**config.mk**
```make
export PLATFORM = sky130hd
export DESIGN_NAME = prdw_walker
export DESIGN_NICKNAME = d
export VERILOG_FILES = /design/src/rtl/prdw_pkg.sv /design/src/rtl/prdw_size_decode.sv /design/src/rtl/prdw_beat_sizer.sv /design/src/rtl/prdw_end_check.sv /design/src/rtl/prdw_walker.sv
export SDC_FILE = /design/constraint.sdc
export NUM_CORES = 1
export LEC_CHECK = 0
export CAP_MARGIN = 20
export CORE_MARGIN = 5
export CORE_UTILIZATION = 56
export DETAILED_ROUTE_END_ITERATION = 10
export DONT_BUFFER_PORTS = 1
export HOLD_SLACK_MARGIN = 0.05
export PLACE_DENSITY = 0.71
export SLEW_MARGIN = 20
export SYNTH_ARGS = -nofsm -noshare
export SYNTH_HDL_FRONTEND = slang
export SYNTH_SLANG_ARGS = --single-unit
```
**constraint.sdc**
```tcl
create_clock -name clk -period 7.3 [get_ports clk]
set_input_delay 0.365 -clock clk [delete_from_list [all_inputs] [get_ports clk]]
set_output_delay 0.365 -clock clk [all_outputs]
set_load 0.02 [all_outputs]
```
**src/rtl/prdw_pkg.sv**
```systemverilog
package prdw_pkg;
  localparam int BEAT_B      = 4;
  localparam int WORD_W      = 8 * BEAT_B;
  localparam int DESC_BYTES  = 8;
  localparam int LEN_FIELD_W = 16;
  localparam int END_BIT     = 31;

  typedef enum logic [2:0] {
    ST_IDLE  = 3'd0,
    ST_CHECK = 3'd1,
    ST_FADDR = 3'd2,
    ST_FSIZE = 3'd3,
    ST_XFER  = 3'd4
  } walk_st_e;
endpackage

```
**src/rtl/prdw_size_decode.sv**
```systemverilog
module prdw_size_decode
  import prdw_pkg::*;
#(
  parameter int LEN_W = LEN_FIELD_W + 1
) (
  input  logic [WORD_W-1:0] size_word,
  output logic [LEN_W-1:0]  len,
  output logic              is_final
);
  logic [LEN_FIELD_W-1:0] masked;

  // bit 0 never counts: region lengths are even
  assign masked   = size_word[LEN_FIELD_W-1:0] & ~LEN_FIELD_W'(1);
  assign len      = (masked == '0) ? (LEN_W'(1) << LEN_FIELD_W) : LEN_W'(masked);
  assign is_final = size_word[END_BIT];
endmodule

```
**src/rtl/prdw_beat_sizer.sv**
```systemverilog
module prdw_beat_sizer
  import prdw_pkg::*;
#(
  parameter int IDX_W = 17,
  parameter int LEN_W = 17,
  parameter int NB_W  = $clog2(BEAT_B + 1)
) (
  input  logic [IDX_W-1:0]  buf_left,
  input  logic [LEN_W-1:0]  reg_left,
  output logic [NB_W-1:0]   nbytes,
  output logic [BEAT_B-1:0] lanes
);
  logic [NB_W-1:0] buf_cap;
  logic [NB_W-1:0] reg_cap;

  assign buf_cap = (buf_left >= IDX_W'(BEAT_B)) ? NB_W'(BEAT_B) : buf_left[NB_W-1:0];
  assign reg_cap = (reg_left >= LEN_W'(BEAT_B)) ? NB_W'(BEAT_B) : reg_left[NB_W-1:0];
  assign nbytes  = (buf_cap < reg_cap) ? buf_cap : reg_cap;

  for (genvar g = 0; g < BEAT_B; g++) begin : g_lane
    assign lanes[g] = (nbytes > NB_W'(g));
  end
endmodule

```
**src/rtl/prdw_end_check.sv**
```systemverilog
module prdw_end_check #(
  parameter int AW         = 32,
  parameter int PAGE_BYTES = 4096
) (
  input  logic [AW-1:0] fetch_ptr,
  input  logic [AW-1:0] base,
  input  logic          saw_final,
  output logic          tbl_stop
);
  logic [AW-1:0] span;

  assign span     = fetch_ptr - base;
  assign tbl_stop = saw_final || (span >= AW'(PAGE_BYTES));
endmodule

```
**src/rtl/prdw_walker.sv**
```systemverilog
module prdw_walker
  import prdw_pkg::*;
#(
  parameter int AW         = 32,
  parameter int IDX_W      = 17,
  parameter int PAGE_BYTES = 4096
) (
  input  logic              clk,
  input  logic              rst_n,
  input  logic              go,
  input  logic              fresh,
  input  logic              dir,
  input  logic              abort,
  input  logic [AW-1:0]     tbl_base,
  input  logic [IDX_W-1:0]  buf_size,
  output logic              busy,
  output logic              done_ok,
  output logic              done_early,
  output logic              mem_req,
  output logic              mem_we,
  output logic [AW-1:0]     mem_addr,
  output logic [BEAT_B-1:0] mem_be,
  output logic [WORD_W-1:0] mem_wdata,
  input  logic [WORD_W-1:0] mem_rdata,
  input  logic              mem_ready,
  output logic [IDX_W-1:0]  buf_idx,
  output logic              buf_we,
  output logic [BEAT_B-1:0] buf_be,
  output logic [WORD_W-1:0] buf_wdata,
  input  logic [WORD_W-1:0] buf_rdata
);
  localparam int LEN_W = LEN_FIELD_W + 1;
  localparam int NB_W  = $clog2(BEAT_B + 1);

  walk_st_e          st_q, st_d;
  logic [AW-1:0]     ptr_q, ptr_d;
  logic [AW-1:0]     base_q, base_d;
  logic [AW-1:0]     raddr_q, raddr_d;
  logic [LEN_W-1:0]  rrem_q, rrem_d;
  logic              rfinal_q, rfinal_d;
  logic [IDX_W-1:0]  idx_q, idx_d;
  logic [IDX_W-1:0]  size_q, size_d;
  logic              dir_q, dir_d;
  logic              abt_q, abt_d;
  logic              ok_q, ok_d;
  logic              early_q, early_d;

  logic [LEN_W-1:0]  dec_len;
  logic              dec_final;
  logic [IDX_W-1:0]  buf_left;
  logic [NB_W-1:0]   nbytes;
  logic [BEAT_B-1:0] lanes;
  logic              tbl_stop;
  logic              drained;
  logic              abt_hit;
  logic              beat_done;
  logic              more_beats;

  prdw_size_decode #(.LEN_W(LEN_W)) u_dec (
    .size_word (mem_rdata),
    .len       (dec_len),
    .is_final  (dec_final)
  );

  prdw_beat_sizer #(.IDX_W(IDX_W), .LEN_W(LEN_W), .NB_W(NB_W)) u_sizer (
    .buf_left (buf_left),
    .reg_left (rrem_q),
    .nbytes   (nbytes),
    .lanes    (lanes)
  );

  prdw_end_check #(.AW(AW), .PAGE_BYTES(PAGE_BYTES)) u_end (
    .fetch_ptr (ptr_q),
    .base      (base_q),
    .saw_final (rfinal_q),
    .tbl_stop  (tbl_stop)
  );

  assign buf_left   = size_q - idx_q;
  assign drained    = (idx_q >= size_q);
  assign abt_hit    = abort || abt_q;
  assign beat_done  = mem_req && mem_ready;
  assign more_beats = (rrem_q > LEN_W'(nbytes)) && (buf_left > IDX_W'(nbytes));

  // memory and buffer side outputs, decoded from the state
  always_comb begin
    mem_req  = (st_q == ST_FADDR) || (st_q == ST_FSIZE) || (st_q == ST_XFER);
    mem_we   = (st_q == ST_XFER) && dir_q;
    mem_be   = (st_q == ST_XFER) ? lanes : '1;
    unique case (st_q)
      ST_FADDR: mem_addr = ptr_q;
      ST_FSIZE: mem_addr = ptr_q + AW'(BEAT_B);
      default:  mem_addr = raddr_q;
    endcase
    mem_wdata = buf_rdata;
    buf_we    = (st_q == ST_XFER) && !dir_q && mem_ready;
    buf_be    = lanes;
    buf_wdata = mem_rdata;
  end

  // next-state logic
  always_comb begin
    st_d     = st_q;
    ptr_d    = ptr_q;
    base_d   = base_q;
    raddr_d  = raddr_q;
    rrem_d   = rrem_q;
    rfinal_d = rfinal_q;
    idx_d    = idx_q;
    size_d   = size_q;
    dir_d    = dir_q;
    abt_d    = abt_q || abort;
    ok_d     = 1'b0;
    early_d  = 1'b0;
    unique case (st_q)
      ST_IDLE: begin
        abt_d = 1'b0;
        if (go) begin
          size_d = buf_size;
          idx_d  = '0;
          dir_d  = dir;
          if (fresh) begin
            raddr_d  = '0;
            rrem_d   = '0;
            rfinal_d = 1'b0;
            ptr_d    = tbl_base;
            base_d   = tbl_base;
          end
          st_d = ST_CHECK;
        end
      end
      ST_CHECK: begin
        if (abt_hit) begin
          st_d = ST_IDLE;
        end else if (drained) begin
          st_d = ST_IDLE;
          ok_d = 1'b1;
        end else if (rrem_q == '0) begin
          if (tbl_stop) begin
            st_d    = ST_IDLE;
            early_d = 1'b1;
          end else begin
            st_d = ST_FADDR;
          end
        end else begin
          st_d = ST_XFER;
        end
      end
      ST_FADDR: begin
        if (beat_done) begin
          raddr_d = AW'(mem_rdata);
          st_d    = abt_hit ? ST_IDLE : ST_FSIZE;
        end
      end
      ST_FSIZE: begin
        if (beat_done) begin
          rrem_d   = dec_len;
          rfinal_d = dec_final;
          ptr_d    = ptr_q + AW'(DESC_BYTES);
          st_d     = abt_hit ? ST_IDLE : ST_CHECK;
        end
      end
      ST_XFER: begin
        if (beat_done) begin
          raddr_d = raddr_q + AW'(nbytes);
          rrem_d  = rrem_q - LEN_W'(nbytes);
          idx_d   = idx_q + IDX_W'(nbytes);
          if (abt_hit)         st_d = ST_IDLE;
          else if (more_beats) st_d = ST_XFER;
          else                 st_d = ST_CHECK;
        end
      end
      default: st_d = ST_IDLE;
    endcase
  end

  // state registers
  always_ff @(posedge clk or negedge rst_n) begin
    if (!rst_n) begin
      st_q     <= ST_IDLE;
      ptr_q    <= '0;
      base_q   <= '0;
      raddr_q  <= '0;
      rrem_q   <= '0;
      rfinal_q <= 1'b0;
      idx_q    <= '0;
      size_q   <= '0;
      dir_q    <= 1'b0;
      abt_q    <= 1'b0;
      ok_q     <= 1'b0;
      early_q  <= 1'b0;
    end else begin
      st_q     <= st_d;
      ptr_q    <= ptr_d;
      base_q   <= base_d;
      raddr_q  <= raddr_d;
      rrem_q   <= rrem_d;
      rfinal_q <= rfinal_d;
      idx_q    <= idx_d;
      size_q   <= size_d;
      dir_q    <= dir_d;
      abt_q    <= abt_d;
      ok_q     <= ok_d;
      early_q  <= early_d;
    end
  end

  assign busy       = (st_q != ST_IDLE);
  assign done_ok    = ok_q;
  assign done_early = early_q;
  assign buf_idx    = idx_q;
endmodule

```
==> results.md <==
- Status: finished clean
- Share of cells above drive strength 1: under 10%
- CP Max Fanout: 6
- Initial antenna violation count: 1
- CTS Buf Count: 17
- All-Layer GR Usage: roughly 28%
- First-pass GRT wire length: about 57000 microns
- Die height: around 160 microns
- Vias in the first global route: around 11000
- TNS Setup: 0 ns
- Most used DFF post-synth: dfrtp_1
- Fin cells: around 1800
- Iter 0 DRT Violations: 980
- Pwr Density: 493 nW/um^2
- Post-synthesis instance total: 1600
- Post-synth top cells: 201 x o21ai_0, 180 x nand2_1, 166 x nor2_1, 155 x dfrtp_1, 135 x a21oi_1
- Starting Density: about 57%
- Max-cap violations: 0
- Area contributors post-synth: dfrtp_1 31%, o21ai_0 8.1%, ha_1 6.6%
- DRC viols: 0
- Clk root buf: clkbuf_16
- Placed cells: approximately 1800
- Setup crit start kind: register
- Peak VDD IR: ~0.25 mV
- Seq. cell area: 3880 sq um
- CTS tree: built
- Worst-case clock buffer depth: 2
- Leakage: between 5 and 6 nW
- CP arrival: roughly 7 ns
- Core Area: around 22000 sq um
- Post-DR vias/cell: approximately 6.3
- Met3 wire length: 2970 microns
- IO buf count: 0
- Fin crit share: between 90% and 100%
- Routed wire length per instance: 19.9 microns
- Syn_area_per_cell: about 7.7 sq um
- Maximum clock rate: 0.147 GHz
- GPL Wtd Cong: approximately 0.94
- Count leader, synth: o21ai_0
- Htree depth: 4
- Worst-Margin Slew: 1.03 ns
- Row count: 54
- Die W: 159 microns
- Clock sink count: 155
- Synth area leader: dfrtp_1
- Clock slew at reported path FFs: ~0.07 ns
- I/O pin count: between 200 and 250
- Slew HR: just over 30%
- Top cell type's share of synthesized area: a little under a third
- Worst skew pair latency: roughly 0.43 ns
- Seq cells post-synth: 155
- Die area: around 25000 sq um
- Detailed Place HPWL: 26100 microns
- M1 WL: 14800 microns
- Yosys cell types: 77
- Gr ovfl total: 0
- Fillers: 1990
- CP Capture Type: register
- Nets: ~1700
- Area Overhead vs Synth: 3.89%
- Met2 wire length: between 15000 and 20000 microns
- CP max stage delay: ~0.53 ns
- Register area share after synthesis: between 30% and 40%
- Vias: around 11000
- Top routing layer in use: met4
- Final WL: 35800 microns
- Post-synthesis net count: 1790
- Slew Limit Fails: 0
- Crit path required time: 7.60 ns
- Synth Warn #: 0
- Final number of setup-violating endpoints: 0
- Min Tclk post-route: approximately 6.8 ns
- Drt first pass iters: 8
- Setup CP Type: reg -> reg
- Post-synth EDFFs: 0
- Worst Skew: 0.0156 ns
- Multi-input gate area: between 7000 and 8000 sq um
- Post-synthesis cell area: approximately 12000 sq um
- Most frequent CP cell: inv_1
- Crit-path slowest cell: dfrtp_1
- ANT nets after route: 0
- Asr flop ratio synth: 100%
- Final Hold Fails: 0
- Type of the worst min-delay path: in -> reg
- Largest net degree at the start of global routing: about 160
## cell type report
cell class | count | share of cell area, %
repair buffers | 27 | 1.95
clock buffers | 22 | 3.69
inverters | 94 | 2.78
well taps | 280 | 2.73
diodes | 2 | 0.0389
clock inverters | 9 | 1.26
multi-input cells | 1209 | 57.4
flip-flops and latches | 155 | 30.2
## final timing paths
| kind | from | to | slack (ns) | cells after the start |
|---|---|---|---|---|
| setup / recovery | buf_idx[7]$_DFFE_PN0P_ | raddr_q[31]$_DFFE_PN0P_ | 0.50 | 30 |
| hold / removal | tbl_base[18] | base_q[18]$_DFFE_PN0P_ | 0.06 | 2 |
| setup reg to reg | buf_idx[7]$_DFFE_PN0P_ | raddr_q[31]$_DFFE_PN0P_ | 0.50 | 30 |
| hold reg to reg | base_q[0]$_DFFE_PN0P_ | base_q[0]$_DFFE_PN0P_ | 0.49 | 2 |
| max in group asynchronous | rst_n | raddr_q[6]$_DFFE_PN0P_ | 6.05 | 2 |
| min in group asynchronous | rst_n | size_q[13]$_DFFE_PN0P_ | 0.57 | 2 |
## layer usage
metal	vias up	global-route usage (%)
met5	-	0
met4	0	8.41
met3	66	7.56
met2	413	47.2
met1	5405	35.4
li1	5402	-
## placed cells by master (no fill, tap or decap), drive strengths merged, types with 5 or more instances in the layout
cell and count:
nand2 180, inv 94, o22ai 22, nor4 18, nor4b 5, ha 65
a22oi 30, mux2 18, nor2 166, xnor2 43, a21o 21, o21a 9
and2 13, or2 8, o21ai 207, mux2i 6, a32oi 12, and4 7
o31ai 6, fa 5, nor3 31, xor2 20, or3 7, nand4 26
buf 16, nor2b 13, nand3 45, a211oi 7, dlygate4sd3 11, clkbuf 22
and3 21, a21oi 136, a31oi 11, dfrtp 155
## through the flow
step	worst slack (ns)	total power, mW	utilization [%]	area, sq um	hold WS (ns)
floorplan	0.841	4.46	-	12400	0.0694
global placement	0.525	5.19	55.3	12000	0.0735
detailed placement	0.318	5.23	55.3	12000	0.0741
CTS	0.285	6.27	58.8	12800	0.0506
global route	-0.0304	6.86	59.1	12900	0.0519
finish	0.495	6.33	59.1	12900	0.0566
## critical path, delay by kind of cell, from the launching register on
family	cells	cell delay (ns)
and+or+nand+nor	10	2.08
AOI/OAI and AO/OA	11	2.13
buffers and inverters	5	0.70
xor gates and xnor gates	1	0.16
DFF	1	0.53
adders and majority gates	3	1.05
## cell families after synthesis
kind of cell / after synthesis / share of synthesized area, %
mux: 24 / 2.12
xor+xnor: 63 / 4.46
buf+inv: 236 / 9.46
compound gates: 499 / 24.0
simple gates: 553 / 21.2
flops: 155 / 31.4
fa+ha+maj: 70 / 7.38
## state kept, by name (all words and copies together), names as in the netlist
signal and flops:
ptr_q 32, raddr_q 32, buf_idx 17, base_q 32
dir_q 1, rfinal_q 1, rrem_q 17, done_early 1
done_ok 1, abt_q 1, size_q 17, st_q 3
## repair_timing
action	CTS	global route
endpoints found under the hold margin	164	1
buffers inserted	0	3
resized for setup	0	7
setup endpoints to repair	0	13
hold buffers	11	1
## report_power, final
group / leakage (nW) / internal (mW) / switching [mW] / total (mW)
logic: 3.01 / 1.47 / 2.42 / 3.89
clock network: 0.303 / 0.601 / 0.371 / 0.971
registers: 1.98 / 1.13 / 0.346 / 1.47
total: 5.29 / 3.19 / 3.14 / 6.33
(Power assumes the default switching activity.)
